===== src/rtl/pio_pkg.sv =====
package pio_pkg;

    localparam int PIO_AW = 16;
    localparam int PIO_DW = 16;
    localparam int PIO_HW = 4;

    typedef enum logic [2:0] {
        ST_IDLE,
        ST_T1,
        ST_T2,
        ST_T3,
        ST_TW,
        ST_T4
    } tstate_e;

    // Per-cycle lane plan for the bus cycle currently running
    typedef struct packed {
        logic [PIO_AW-1:0] addr;
        logic              bhe_n;
        logic [PIO_DW-1:0] wr_lanes;
        logic              cap_full;
        logic              cap_src_hi;
        logic              cap_dst_hi;
    } lane_t;

endpackage


===== src/rtl/pio_lane_plan.sv =====
module pio_lane_plan
    import pio_pkg::*;
#(
    parameter int AW = PIO_AW,
    parameter int DW = PIO_DW
) (
    input  logic [AW-1:0] base_addr,
    input  logic          is_word,
    input  logic [DW-1:0] wdata,
    input  logic          second,
    output logic          two_cycle,
    output lane_t         plan
);
    localparam int LW = DW / 2;

    assign two_cycle = is_word & base_addr[0];

    always_comb begin
        plan      = '0;
        plan.addr = base_addr + AW'(second);
        if (!second) begin
            if (is_word && !base_addr[0]) begin
                // aligned word: both lanes in one cycle
                plan.bhe_n    = 1'b0;
                plan.wr_lanes = wdata;
                plan.cap_full = 1'b1;
            end else if (base_addr[0]) begin
                // odd byte, or first half of a split word: upper lane
                plan.bhe_n      = 1'b0;
                plan.wr_lanes   = {wdata[LW-1:0], {LW{1'b0}}};
                plan.cap_src_hi = 1'b1;
                plan.cap_dst_hi = 1'b0;
            end else begin
                // even byte: lower lane
                plan.bhe_n    = 1'b1;
                plan.wr_lanes = {{LW{1'b0}}, wdata[LW-1:0]};
            end
        end else begin
            // second half of a split word: even address, lower lane
            plan.bhe_n      = 1'b1;
            plan.wr_lanes   = {{LW{1'b0}}, wdata[DW-1:LW]};
            plan.cap_src_hi = 1'b0;
            plan.cap_dst_hi = 1'b1;
        end
    end

endmodule


===== src/rtl/pio_tstate_seq.sv =====
module pio_tstate_seq
    import pio_pkg::*;
(
    input  logic    clk,
    input  logic    rst_n,
    input  logic    start,
    input  logic    ready,
    input  logic    two_cycle,
    output tstate_e st,
    output logic    second,
    output logic    done,
    output logic    capture,
    output logic    launch
);
    typedef struct packed {
        tstate_e st;
        logic    second;
        logic    done;
    } seq_t;

    seq_t seq_d, seq_q;

    always_comb begin
        seq_d      = seq_q;
        seq_d.done = 1'b0;
        unique case (seq_q.st)
            ST_IDLE: if (start) begin
                seq_d.st     = ST_T1;
                seq_d.second = 1'b0;
            end
            ST_T1: seq_d.st = ST_T2;
            ST_T2: seq_d.st = ST_T3;
            ST_T3, ST_TW: seq_d.st = ready ? ST_T4 : ST_TW;
            ST_T4: begin
                if (two_cycle && !seq_q.second) begin
                    seq_d.st     = ST_T1;
                    seq_d.second = 1'b1;
                end else begin
                    seq_d.st   = ST_IDLE;
                    seq_d.done = 1'b1;
                end
            end
            default: seq_d.st = ST_IDLE;
        endcase
    end

    always_ff @(posedge clk or negedge rst_n) begin
        if (!rst_n) begin
            seq_q <= '{st: ST_IDLE, second: 1'b0, done: 1'b0};
        end else begin
            seq_q <= seq_d;
        end
    end

    assign st      = seq_q.st;
    assign second  = seq_q.second;
    assign done    = seq_q.done;
    assign capture = ((seq_q.st == ST_T3) || (seq_q.st == ST_TW)) && ready;
    assign launch  = (seq_q.st == ST_IDLE) && start;

    // Wait state persists while ready stays low
    assert_wait_hold_R6: assert property (@(posedge clk) disable iff (!rst_n)
        (seq_q.st == ST_TW && !ready) |=> (seq_q.st == ST_TW));

    // Completion pulse lasts one clock
    assert_done_pulse_R10: assert property (@(posedge clk) disable iff (!rst_n)
        seq_q.done |=> !seq_q.done);

    // Second bus cycle of a split word follows T4 directly
    assert_split_order_R8: assert property (@(posedge clk) disable iff (!rst_n)
        (seq_q.st == ST_T1 && seq_q.second) |-> ($past(seq_q.st) == ST_T4));

endmodule


===== src/rtl/pio_bus_sequencer.sv =====
module pio_bus_sequencer
    import pio_pkg::*;
#(
    parameter int AW = PIO_AW,
    parameter int DW = PIO_DW,
    parameter int HW = PIO_HW
) (
    input  logic          clk,
    input  logic          rst_n,
    input  logic          req_start,
    input  logic          req_rd,
    input  logic          req_word,
    input  logic [AW-1:0] req_addr,
    input  logic [DW-1:0] req_wdata,
    output logic [DW-1:0] rsp_rdata,
    output logic          rsp_done,
    output logic [DW-1:0] bus_ad_o,
    output logic          bus_ad_oe,
    input  logic [DW-1:0] bus_ad_i,
    output logic [HW-1:0] bus_a_hi,
    output logic          bus_bhe_n,
    output logic          bus_ale,
    output logic          bus_rd_n,
    output logic          bus_wr_n,
    output logic          bus_den_n,
    output logic          bus_dtr_n,
    output logic          bus_io_sel,
    input  logic          bus_ready
);
    localparam int LW = DW / 2;

    typedef struct packed {
        logic          rd;
        logic          word;
        logic [AW-1:0] addr;
        logic [DW-1:0] wdata;
        logic [DW-1:0] rdata;
    } req_t;

    req_t    req_d, req_q;
    tstate_e seq_st;
    logic    seq_second, seq_done, seq_capture, seq_launch;
    logic    two_cycle;
    lane_t   plan;
    logic [LW-1:0] cap_byte;
    logic    in_cycle, strobe;

    pio_lane_plan #(.AW(AW), .DW(DW)) plan_i (
        .base_addr (req_q.addr),
        .is_word   (req_q.word),
        .wdata     (req_q.wdata),
        .second    (seq_second),
        .two_cycle (two_cycle),
        .plan      (plan)
    );

    pio_tstate_seq seq_i (
        .clk       (clk),
        .rst_n     (rst_n),
        .start     (req_start),
        .ready     (bus_ready),
        .two_cycle (two_cycle),
        .st        (seq_st),
        .second    (seq_second),
        .done      (seq_done),
        .capture   (seq_capture),
        .launch    (seq_launch)
    );

    // Request latch and read-result assembly
    always_comb begin
        req_d    = req_q;
        cap_byte = plan.cap_src_hi ? bus_ad_i[DW-1:LW] : bus_ad_i[LW-1:0];
        if (seq_launch) begin
            req_d.rd    = req_rd;
            req_d.word  = req_word;
            req_d.addr  = req_addr;
            req_d.wdata = req_wdata;
            req_d.rdata = '0;
        end else if (seq_capture && req_q.rd) begin
            if (plan.cap_full) begin
                req_d.rdata = bus_ad_i;
            end else if (plan.cap_dst_hi) begin
                req_d.rdata[DW-1:LW] = cap_byte;
            end else begin
                req_d.rdata[LW-1:0] = cap_byte;
            end
        end
    end

    always_ff @(posedge clk or negedge rst_n) begin
        if (!rst_n) begin
            req_q <= '0;
        end else begin
            req_q <= req_d;
        end
    end

    // Bus pin decode from the T-state
    assign in_cycle = (seq_st != ST_IDLE);
    assign strobe   = (seq_st == ST_T2) || (seq_st == ST_T3) || (seq_st == ST_TW);

    assign bus_io_sel = in_cycle;
    assign bus_ale    = (seq_st == ST_T1);
    assign bus_a_hi   = '0;
    assign bus_bhe_n  = in_cycle ? plan.bhe_n : 1'b1;
    assign bus_rd_n   = ~(strobe & req_q.rd);
    assign bus_wr_n   = ~(strobe & ~req_q.rd);
    assign bus_den_n  = ~strobe;
    assign bus_dtr_n  = in_cycle ? ~req_q.rd : 1'b1;
    assign bus_ad_oe  = in_cycle && (bus_ale || !req_q.rd);

    always_comb begin
        bus_ad_o = '0;
        if (seq_st == ST_T1) begin
            bus_ad_o = DW'(plan.addr);
        end else if (in_cycle && !req_q.rd) begin
            bus_ad_o = plan.wr_lanes;
        end
    end

    assign rsp_rdata = req_q.rdata;
    assign rsp_done  = seq_done;

    // ALE lasts one clock, inside an I/O cycle, with the bus driven
    assert_ale_frame_R2: assert property (@(posedge clk) disable iff (!rst_n)
        bus_ale |-> (bus_io_sel && bus_ad_oe));
    assert_ale_single_R2: assert property (@(posedge clk) disable iff (!rst_n)
        bus_ale |=> !bus_ale);

    // The (A0=1, BHE_n=1) lane code is never issued
    assert_lane_code_R3: assert property (@(posedge clk) disable iff (!rst_n)
        bus_ale |-> !(bus_ad_o[0] && bus_bhe_n));

    // Strobes exclusive; reads release the bus and receive
    assert_strobe_excl_R5: assert property (@(posedge clk) disable iff (!rst_n)
        !(!bus_rd_n && !bus_wr_n));
    assert_read_dir_R5: assert property (@(posedge clk) disable iff (!rst_n)
        !bus_rd_n |-> (!bus_ad_oe && !bus_dtr_n && !bus_den_n));

    // I/O select drops only as the transfer completes
    assert_io_release_R10: assert property (@(posedge clk) disable iff (!rst_n)
        $fell(bus_io_sel) |-> rsp_done);

    // A running transfer's request is not overwritten
    assert_req_held_R11: assert property (@(posedge clk) disable iff (!rst_n)
        (seq_st != ST_IDLE) |=> ((seq_st == ST_IDLE) || $stable(req_q.addr)));

endmodule


===== config.mk =====
export PLATFORM = sky130hd
export DESIGN_NAME = pio_bus_sequencer
export DESIGN_NICKNAME = d
export VERILOG_FILES = /design/src/rtl/pio_pkg.sv /design/src/rtl/pio_lane_plan.sv /design/src/rtl/pio_tstate_seq.sv /design/src/rtl/pio_bus_sequencer.sv
export SDC_FILE = /design/constraint.sdc
export NUM_CORES = 1
export LEC_CHECK = 0
export BUFFER_PORTS_ARGS = -buffer_cell sky130_fd_sc_hd__buf_2
export CAP_MARGIN = 40
export CORE_UTILIZATION = 50
export DETAILED_ROUTE_END_ITERATION = 6
export PLACE_DENSITY = 0.78
export SYNTH_ARGS = -nofsm -noshare
export SYNTH_HDL_FRONTEND = slang
export SYNTH_SLANG_ARGS = --single-unit

===== constraint.sdc =====
create_clock -name clk -period 3.9 [get_ports clk]
set_clock_uncertainty 0.15 [all_clocks]
set_input_delay 0.195 -clock clk [delete_from_list [all_inputs] [get_ports clk]]
set_output_delay 0.195 -clock clk [all_outputs]
set_load 0.005 [all_outputs]

[Word level (Yosys, flattened, before mapping)]
Index checks and enable logic that the tools add are counted.
Cells by class
  add/subtract/negate cells: 1
  equality and inequality tests: 8
  mux-type cells: 26
  bitwise operators: 7
  reductions and logical operators: 23
Operator list (number)
  16-bit two-way mux: 5
  17-bit two-way mux: 3
  8-bit two-way mux: 3
  16-bit by 1-bit adder with 16-bit output: 1
  3-bit one-hot mux with 5 select lines: 1
  1-bit two-way mux: 9
  1-bit logical AND: 7
  3-bit by 2-bit equality test with 1-bit output (second input constant): 2
  3-bit equality test (second input constant): 2
  2-bit two-way mux: 3
  3-bit nonzero test: 2
  1-bit logical OR: 4
  4-bit two-way mux: 1
  1-bit NOT: 4
  2-bit AND reduction: 2
  2-bit nonzero test: 2
  1-bit bitwise AND: 3
  3-bit by 1-bit equality test with 1-bit output (second input constant): 1
  1-bit zero test: 3
  3-bit zero test: 1
  3-bit by 1-bit != test with 1-bit output (second input constant): 1
  3-bit AND reduction: 1
  2-bit by 1-bit != test with 1-bit output (second input constant): 1
  2-bit != test (second input constant): 1
  other kinds (2): 2
Storage, ports and cells
  register bits: 55
  input port bits: 54
  output and inout port bits: 45
  logic and storage cells: 74

[Longest topological paths before layout]
Gate-level depths: netlist of run 1.
  depth in word-level cells: 9
  mapped depth: 7
  mapped depth without buffers: 6

[Modules after synthesis]
From an unflattened synthesis of run 1, not the netlist that was laid out.
Unflattened totals
  cell total of the unflattened synthesis: 289
  area total of the unflattened synthesis: 3261.9 sq um
By module, submodules not included
  pio_bus_sequencer: times used 1, cells an instance 184, area an instance 2446.1 sq um, sequential area each 1251.2 sq um
  pio_lane_plan: times used 1, cells an instance 79, area an instance 563.0 sq um, sequential area each 0.0 sq um
  pio_tstate_seq: times used 1, cells an instance 26, area an instance 252.7 sq um, sequential area each 125.1 sq um

[Least setup slack after synthesis of run 1]
OpenSTA, ideal clock, no wires.
  kind: flip-flop to output port
  start: reg req_q[32] (netlist name)
  end: out bus_ad_o[14]
  arrival time: 1525 ps
  required time: 3555 ps
  setup slack: 2030 ps
  stages on the path, launching flop included: 7
  path buffers: 0
  cell sequence: dfrtp_1 -> ha_1 -> ha_1 -> inv_1 -> nor4_1 -> xnor2_1 -> o22ai_2
Between the ends
  cells in the longest elaborated chain, start to end: 6
  elaborated cells on any way between the ends: 8
  those cells by class: add/sub: 1; mux: 5; reduce/logical: 2
Ends and longest elaborated chain
  start, declared: line pio_bus_sequencer.sv:40  | req_t req_d, req_q;
  start signal, assigned: line pio_bus_sequencer.sv:95  | req_q <= req_d;
  parallel branches: the longest is 5 deep, another holds 16-bit by 1-bit adder with 16-bit output
  16-bit two-way mux *: line pio_bus_sequencer.sv:115  | if (seq_st == ST_T1) begin
  end, declared: line pio_bus_sequencer.sv:17  | output logic [DW-1:0] bus_ad_o,
Every way passes the cells marked *.

[Worst setup path after layout of run 1]
  start: reg seq_i.seq_q, in the netlist seq_i.second
  end: out bus_ad_o[14]
Between the ends
  cells in the longest elaborated chain, start to end: 3
  elaborated cells on any way between the ends: 4
  those cells by class: add/sub: 1; mux: 3
Ends and longest elaborated chain
  start, declared: line pio_tstate_seq.sv:21  | seq_t seq_d, seq_q;
  start signal, assigned: line pio_tstate_seq.sv:49  | seq_q <= '{st: ST_IDLE, second: 1'b0, done: 1'b0};
  start signal, assigned: line pio_tstate_seq.sv:51  | seq_q <= seq_d;
  parallel branches: the longest is 2 deep, another holds 16-bit by 1-bit adder with 16-bit output
  16-bit two-way mux *: line pio_bus_sequencer.sv:115
Marked as above.

==> parameters.txt, run 1 <==
Parameter                              Value

Run status
  Status ... finished clean

Global route
  Total global routing overflow ... 0
  GRT Resource Usage Total ... 0.225
  Number of global-route vias before repair ... 2,476
  Pin count of the biggest net entering global routing ... 56
  Wire length of the first global-routing pass ... 11.6 mm
  Antenna violations before repair ... 0

Clock network
  H-tree lvl count ... 2
  Number of buffers on the longest clock path ... 2
  CTS clock-pin slew for the worst setup and hold paths ... 90 ps
  Clock tree from TritonCTS ... yes
  Clock Sink Count ... 55
  Number of buffers inserted during clock tree synthesis ... 5
  Worst skew pair latency ... 300 ps
  Count of hold-fix buffers inserted at cts ... 35
  Post-CTS setup buffer count ... 0
  Clock tree root driver cell ... sky130_fd_sc_hd__clkbuf_8
  Post-cts sizing count ... 0

Setup path
  Reg2reg start ... req_q[32]
  Critical path arrival ... 2510 ps
  Length in cells of the worst reg-to-reg path ... 4
  Setup slack on the worst flop-to-flop path ... 1500 ps
  Data required time at the worst endpoint ... 3560 ps
  Critical path fanouts, max ... 18
  CP endpoint kind ... output pin
  Launch point of the worst path ... seq_i.second
  Endpoint of the worst register-to-register path ... rsp_rdata[12]
  Type of element launching the critical path ... flip-flop
  Critical path class ... flip-flop to output pin

Synth
  Number of enable-type register cells in the synthesized netlist ... 0
  Share of synthesized cell area in full adder, half adder and majority cells ... 0.0115
  Most instantiated flip-flop cell in the synthesis netlist ... sky130_fd_sc_hd__dfrtp_1
  Flip-flop and latch count after synthesis ... 55
  Cell types occupying the most area after synthesis ... sky130_fd_sc_hd__dfrtp_1, sky130_fd_sc_hd__mux2_2, sky130_fd_sc_hd__buf_4, sky130_fd_sc_hd__a22oi_1, sky130_fd_sc_hd__o22ai_1
  Main combinational cell family by area after synthesis ... compound AO/OA/AOI/OAI gates
  Compound-gate portion of the synthesized area ... 0.157
  Total of warnings raised by yosys ... 0
  Async set or reset register ratio after synthesis ... 1.00
  Avg Synthesized Cell Area ... 10.9 µm²
  Register area share after synthesis ... 0.423
  Synth unique cells ... 53
  Synth top area share ... 0.423
  Xor-xnor portion of the synthesized cell area ... 0.0404
  Most common cell in the netlist ... sky130_fd_sc_hd__dfrtp_1
  Simple-gate area share of the yosys netlist ... 0.125
  Proportion of synthesized area in mux cells ... 0.149
  Leading area contributor after synthesis ... sky130_fd_sc_hd__dfrtp_1
  Top cells by instance count after synthesis ... sky130_fd_sc_hd__dfrtp_1, sky130_fd_sc_hd__mux2_2, sky130_fd_sc_hd__buf_4
  Number of instances in the synthesized netlist ... 298
  Cell Area, Synth ... 3250 µm²

Die
  Floorplan die width ... 82.7 µm
  Starting Density ... 0.515
  # rows ... 29
  Area enclosed by the die boundary ... 6830 µm²
  Standard cell core area ... 6310 µm²
  Top-level I/O count ... 99
  DIE HEIGHT ... 82.7 µm

Timing
  Pin slew with the least headroom to its limit ... 778 ps
  Final setup vio count ... 0
  Setup repair after global routing missed its margin ... false
  Min setup slack post-route ... 1040 ps
  Number of max-slew violations in the final report ... 0
  Final-layout setup total negative slack ... 0 ps
  Final Hold Viols ... 0
  Clock period minus final worst setup slack ... 2860 ps
  Worst slew margin relative to its limit ... 0.480
  Maximum clock frequency ... 0.350 GHz
  Fraction of the cycle the final worst path needs ... 0.733

Detailed routing
  Total iterations of the first detailed-routing run ... 4
  Initial detailed-routing violation count ... 135
  Total via count after detailed routing ... 2,642
  Number of vias per cell after detailed routing ... 5.54
  Antenna violation net count after detailed routing ... 0
  Wire length after detailed routing ... 7.43 mm
  Remaining design rule violation count ... 0
  Average wire length per cell after detail routing ... 15.6 µm

Placed design
  Setup slack at placement ... 1430 ps
  Placer Congestion ... 0.803
  Number of cells after detailed placement ... 435
  DP HPWL ... 5.31 mm
  Count of buffers inserted at the top-level ports ... 94

Final layout
  Layout area overhead ... 24.0%
  Layout cell share with drive strength beyond 1 ... 0.385
  Total of fill cells in the finished design ... 529
  Count of inserted antenna diode cells ... 0
  Net count, final ... 457
  Non-Filler Instances ... 477

Power and ir drop
  Worst ir drop on vdd ... 0.000397 V
  Total power after layout ... 3.02 mW
  PwrDens ... 749 nW/µm²
  P_leak ... 1.81 nW

Job
  Number of violations of the max-capacitance limit ... 0

Hold path
  Hold crit path type ... input pin to flip-flop
  Worst hold path cell count ... 3
  Worst Hold Launch ... req_start
  Hold Path Sink ... seq_i.second
==> sequential cells by signal, indices dropped and copies added, names as in the netlist <==
| register | flops |
|---|---|
| req_q | 34 |
| seq_i.st | 3 |
| rsp_rdata | 16 |
| seq_i.second | 1 |
| seq_i.done | 1 |
==> report_power, final <==
group          switching, mW  total (mW)  internal (mW)
sequential             0.353        1.21          0.854
clock                  0.173       0.362          0.188
combinational          0.696        1.45          0.757
total                   1.22        3.02           1.80
==> area by class of cell <==
cell class                      instances  area [µm²]  share of cell area
Tap cell                               77        96.3              0.0239
Inverter                                7        26.3             0.00651
Sequential cell                        55        1380               0.341
Timing Repair Buffer                  131         848               0.210
Clock inverter                          1        30.0             0.00744
Multi-Input combinational cell        200        1590               0.393
Clock buffer                            6        72.6              0.0180
==> stage by stage <==
step / instance area (µm²) / util / hold slack (ps)
after floorplan: 3260 / - / -251
after global placement: 3560 / 0.564 / 215
after detailed placement: 3580 / 0.567 / 226
after CTS: 4040 / 0.639 / 47.8
after global routing: 4040 / 0.639 / 63.0
final: 4040 / 0.639 / 50.8
==> cell usage in the layout, fill, tap and decap left out, drive strengths merged, types with 4 or more instances in the layout <==
master	synthesis	routed
clkbuf	5	6
nand2	14	14
a211oi	8	8
o221ai	7	7
inv	7	7
xor2	5	5
a21oi	10	10
o22ai	16	16
nand4	5	5
buf	34	96
mux2	35	35
and2	4	4
nor2	16	16
xnor2	10	10
conb	1	4
dfrtp	55	55
dlygate4sd3	0	35
a22oi	15	15
nand3	6	6
nor4	5	5
mux2i	9	9
==> per-layer routing <==
layer / part of all wire / GRT usage
met5: 0 / 0
met4: 0.016 / 0.0638
met3: 0.052 / 0.0363
met2: 0.52 / 0.389
met1: 0.41 / 0.289
==> worst max path at each step <==
stage | to | slack (ps)
2_1_floorplan | bus_ad_o[14] | 2030
3_3_place_gp | bus_ad_o[14] | 1500
3_5_place_dp | bus_ad_o[14] | 1430
4_1_cts | bus_ad_o[14] | 1070
5_1_grt | bus_ad_o[14] | 770
6_report | bus_ad_o[14] | 1040
==> cells by family (layout without fill, tap and decap cells) <==
| kind of cell | Yosys count | in the layout |
|---|---|---|
| compound gates | 68 | 68 |
| simple gates | 66 | 66 |
| flops | 55 | 55 |
| buf+inv | 46 | 145 |
| mux | 44 | 44 |
| xor+xnor | 15 | 15 |
| fa+ha+maj | 3 | 3 |
| other cells | 1 | 4 |
==> critical path, cell delays in order, from the launching register on <==
cell and delay, ps:
sky130_fd_sc_hd__dfrtp_1 710, sky130_fd_sc_hd__ha_1 320, sky130_fd_sc_hd__ha_1 270, sky130_fd_sc_hd__inv_1 120
sky130_fd_sc_hd__nor4_1 360, sky130_fd_sc_hd__xnor2_1 170, sky130_fd_sc_hd__o22ai_2 110, sky130_fd_sc_hd__buf_2 160
Power figures use the tool's default switching activity.
==> run 2, diff against run 1 <==
Settings changed: CORE_UTILIZATION 50 to 47, PLACE_DENSITY 0.78 to 0.77.
Clock period 3.9 ns to 2.3 ns, I/O delays scaled along.
==> parameters.txt, run 2 (synthesis results as in run 1) <==
Parameter                              Value

Global route
  GRT Resource Usage Total ... 0.214 (-0.0105)
  GRT met3 Usage ... 0.0360 (-0.000272)
  Met1 layer usage reported by global route ... 0.266 (-0.0228)
  Pin count of the biggest net entering global routing ... 34 (-39%)
  Antenna violations before repair ... 0 (unchanged)
  Layer carrying the most global-route usage ... met2
  Met2 usage ... 0.388 (-0.000695)
  Total global routing overflow ... 0 (unchanged)
  Number of global-route vias before repair ... 2,646 (+6.9%)
  Wire length of the first global-routing pass ... 12.2 mm (+5.5%)

Clock network
  Number of buffers inserted during clock tree synthesis ... 5 (unchanged)
  Clock tree from TritonCTS ... yes
  CTS clock-pin slew for the worst setup and hold paths ... 90 ps (about the same)
  Clock Sink Count ... 55 (unchanged)
  Clock tree root driver cell ... sky130_fd_sc_hd__clkbuf_8
  H-tree lvl count ... 2 (unchanged)
  Worst skew pair latency ... 310 ps (about the same)
  Number of buffers on the longest clock path ... 2 (unchanged)

Hold path
  Hold Path Sink ... rsp_rdata[11]
  Hold crit path type ... input pin to flip-flop
  Worst hold path cell count ... 3 (unchanged)
  Worst Hold Launch ... bus_ad_i[11]

Setup path
  Chain of cells forming the critical path ... nand4_2 > nor4_2 > xnor2_1 > o22ai_1 > buf_2
  Critical path fanouts, max ... 6 (-12)
  Critical path arrival ... 1980 ps (-530 ps)
  Reg2reg start ... seq_i.second
  Type of element launching the critical path ... flip-flop
  CP endpoint kind ... output pin
  Length in cells of the worst reg-to-reg path ... 6 (+2)
  Endpoint of the worst register-to-register path ... rsp_rdata[10]
  Data required time at the worst endpoint ... 2040 ps (-1520 ps)
  Critical path class ... flip-flop to output pin
  Launch point of the worst path ... req_q[38]
  Setup slack on the worst flop-to-flop path ... 240 ps (-1260 ps)
  Cell class contributing the biggest share of worst-path delay ... simple AND/OR/NAND/NOR gates
  Buffers & Inverters on Critical Path ... 1 (-1)
  Longest individual stage delay on the worst path ... 480 ps (-230 ps)
  Critical-path cell with the highest stage delay ... sky130_fd_sc_hd__dfrtp_1

Final layout
  Core utilization of the finished layout ... 0.638 (-0.000806)
  Area of combinational cells with multiple inputs ... 1630 µm² (+2.5%)
  Register area ... 1380 µm² (about the same)
  Most common cell after layout, fill and taps aside ... sky130_fd_sc_hd__buf_2
  Layout cell share with drive strength beyond 1 ... 0.405 (+0.0199)
  Layout area overhead ... 28.2%
  Max FFs per register ... 34 (unchanged)
  Total of fill cells in the finished design ... 533 (+0.76%)
  Post-route cell area ... 4170 µm² (+3.3%)
  Register name with the most flops ... req_q
  Net count, final ... 466 (+2.0%)
  Count of inserted antenna diode cells ... 0 (unchanged)
  Top library cells by usage in the layout, fill and taps aside ... sky130_fd_sc_hd__buf_2, sky130_fd_sc_hd__dfrtp_1, sky130_fd_sc_hd__dlygate4sd3_1, sky130_fd_sc_hd__mux2_2

Timing
  Pin slew with the least headroom to its limit ... 628 ps (-150 ps)
  Final Hold Viols ... 0 (unchanged)
  Number of max-slew violations in the final report ... 0 (unchanged)
  Maximum clock frequency ... 0.446 GHz
  Worst slew margin relative to its limit ... 0.581 (+0.101)
  Clock period minus final worst setup slack ... 2240 ps
  Fraction of the cycle the final worst path needs ... 0.976
  Tightest hold margin ... 4.38 ps (-46.5 ps)
  Final setup vio count ... 0 (unchanged)

Detailed routing
  Remaining design rule violation count ... 0 (unchanged)
  Number of vias per cell after detailed routing ... 5.61 (+1.3%)
  Total iterations of the first detailed-routing run ... 4 (unchanged)
  Initial detailed-routing violation count ... 131 (-3.0%)
  Wire length after detailed routing ... 8.00 mm (+7.7%)
  Total via count after detailed routing ... 2,732 (+3.4%)
  Antenna violation net count after detailed routing ... 0 (unchanged)
  Average wire length per cell after detail routing ... 16.4 µm (+5.5%)

Power and ir drop
  PwrDens ... 1280 nW/µm² (+70%)
  Worst ir drop on vdd ... 0.000645 V (+63%)
  Total power after layout ... 5.32 mW (+76%)
  P_leak ... 1.89 nW (+4.7%)

Die
  Area enclosed by the die boundary ... 7260 µm² (+6.2%)
  Top-level I/O count ... 99 (unchanged)
  Starting Density ... 0.498 (-0.0172)
  # rows ... 29 (unchanged)
  DIE HEIGHT ... 85.2 µm (+3.1%)
  Floorplan die width ... 85.2 µm (+3.1%)
  Standard cell core area ... 6530 µm² (+3.4%)

Job
  Number of violations of the max-capacitance limit ... 0 (unchanged)

Placed design
  Placer Congestion ... 0.840 (+4.6%)
  DP HPWL ... 5.63 mm (+5.9%)
  Count of buffers inserted at the top-level ports ... 94 (unchanged)
  Instance area at placement ... 3620 µm² (+1.0%)

Run status
  Status ... finished clean
-- run 2: changes by cell type in the layout (fill, tap and decap cells not counted), moves of 2 or more --
cell | previous run | this run
sky130_fd_sc_hd__ha_2 | 0 | 2
sky130_fd_sc_hd__nor4_4 | 0 | 3
sky130_fd_sc_hd__ha_1 | 3 | 1
sky130_fd_sc_hd__buf_4 | 1 | 6
sky130_fd_sc_hd__dlygate4sd3_1 | 35 | 39
sky130_fd_sc_hd__nor4_2 | 4 | 2
-- run 2: routing by layer --
metal | wire (µm) | vias to the layer above
li1 | - | 1284
met4 | 104 | 0
met5 | 0 | -
met3 | 466 | 14
met2 | 4100 | 114
met1 | 3330 | 1320
-- run 2: stage by stage --
stage	std cells	setup TNS (ps)	worst slack, ps
after global placement	440	0	376
after CTS	486	0	31.1
final	487	0	55.6
after floorplan	301	0	510
after detailed placement	440	0	267
after global routing	487	-75.7	-68.6
-- run 2: worst max-delay path by stage --
stage / to / slack [ps] / cells after the start
global route: bus_ad_o[13] / -70 / 5
global placement: rsp_rdata[13] / 380 / 6
detailed placement: rsp_rdata[10] / 270 / 6
finish: bus_ad_o[13] / 60 / 5
CTS: bus_ad_o[14] / 30 / 7
floorplan: bus_ad_o[14] / 510 / 6
-- run 2: repair_timing --
item	4_1_cts	5_1_grt
endpoints found under the hold margin	63	1
gates resized for setup	1	7
setup buffers	0	0
pin swaps	0	2
hold buffers	38	1
endpoints found under the setup margin	1	16
-- run 2: cell type report --
class | count | area share
clock inverter | 2 | 0.00840
inverter | 7 | 0.00630
clock buffer | 6 | 0.0198
timing repair buffer | 140 | 0.222
tap | 77 | 0.0231
multi-input combinational | 200 | 0.390
sequential | 55 | 0.330
-- run 2: tightest hold or removal path: cells and delay by family --
| family | cells | cell delay [ps] |
|---|---|---|
| buffers and inverters | 1 | 100 |
| AO/OA/AOI/OAI | 1 | 90 |
| multiplexers | 1 | 120 |
-- run 2: power by group --
group,total [mW],internal (mW),switching (mW)
sequential,2.00,1.45,0.546
clock,0.661,0.353,0.308
combinational,2.66,1.34,1.32
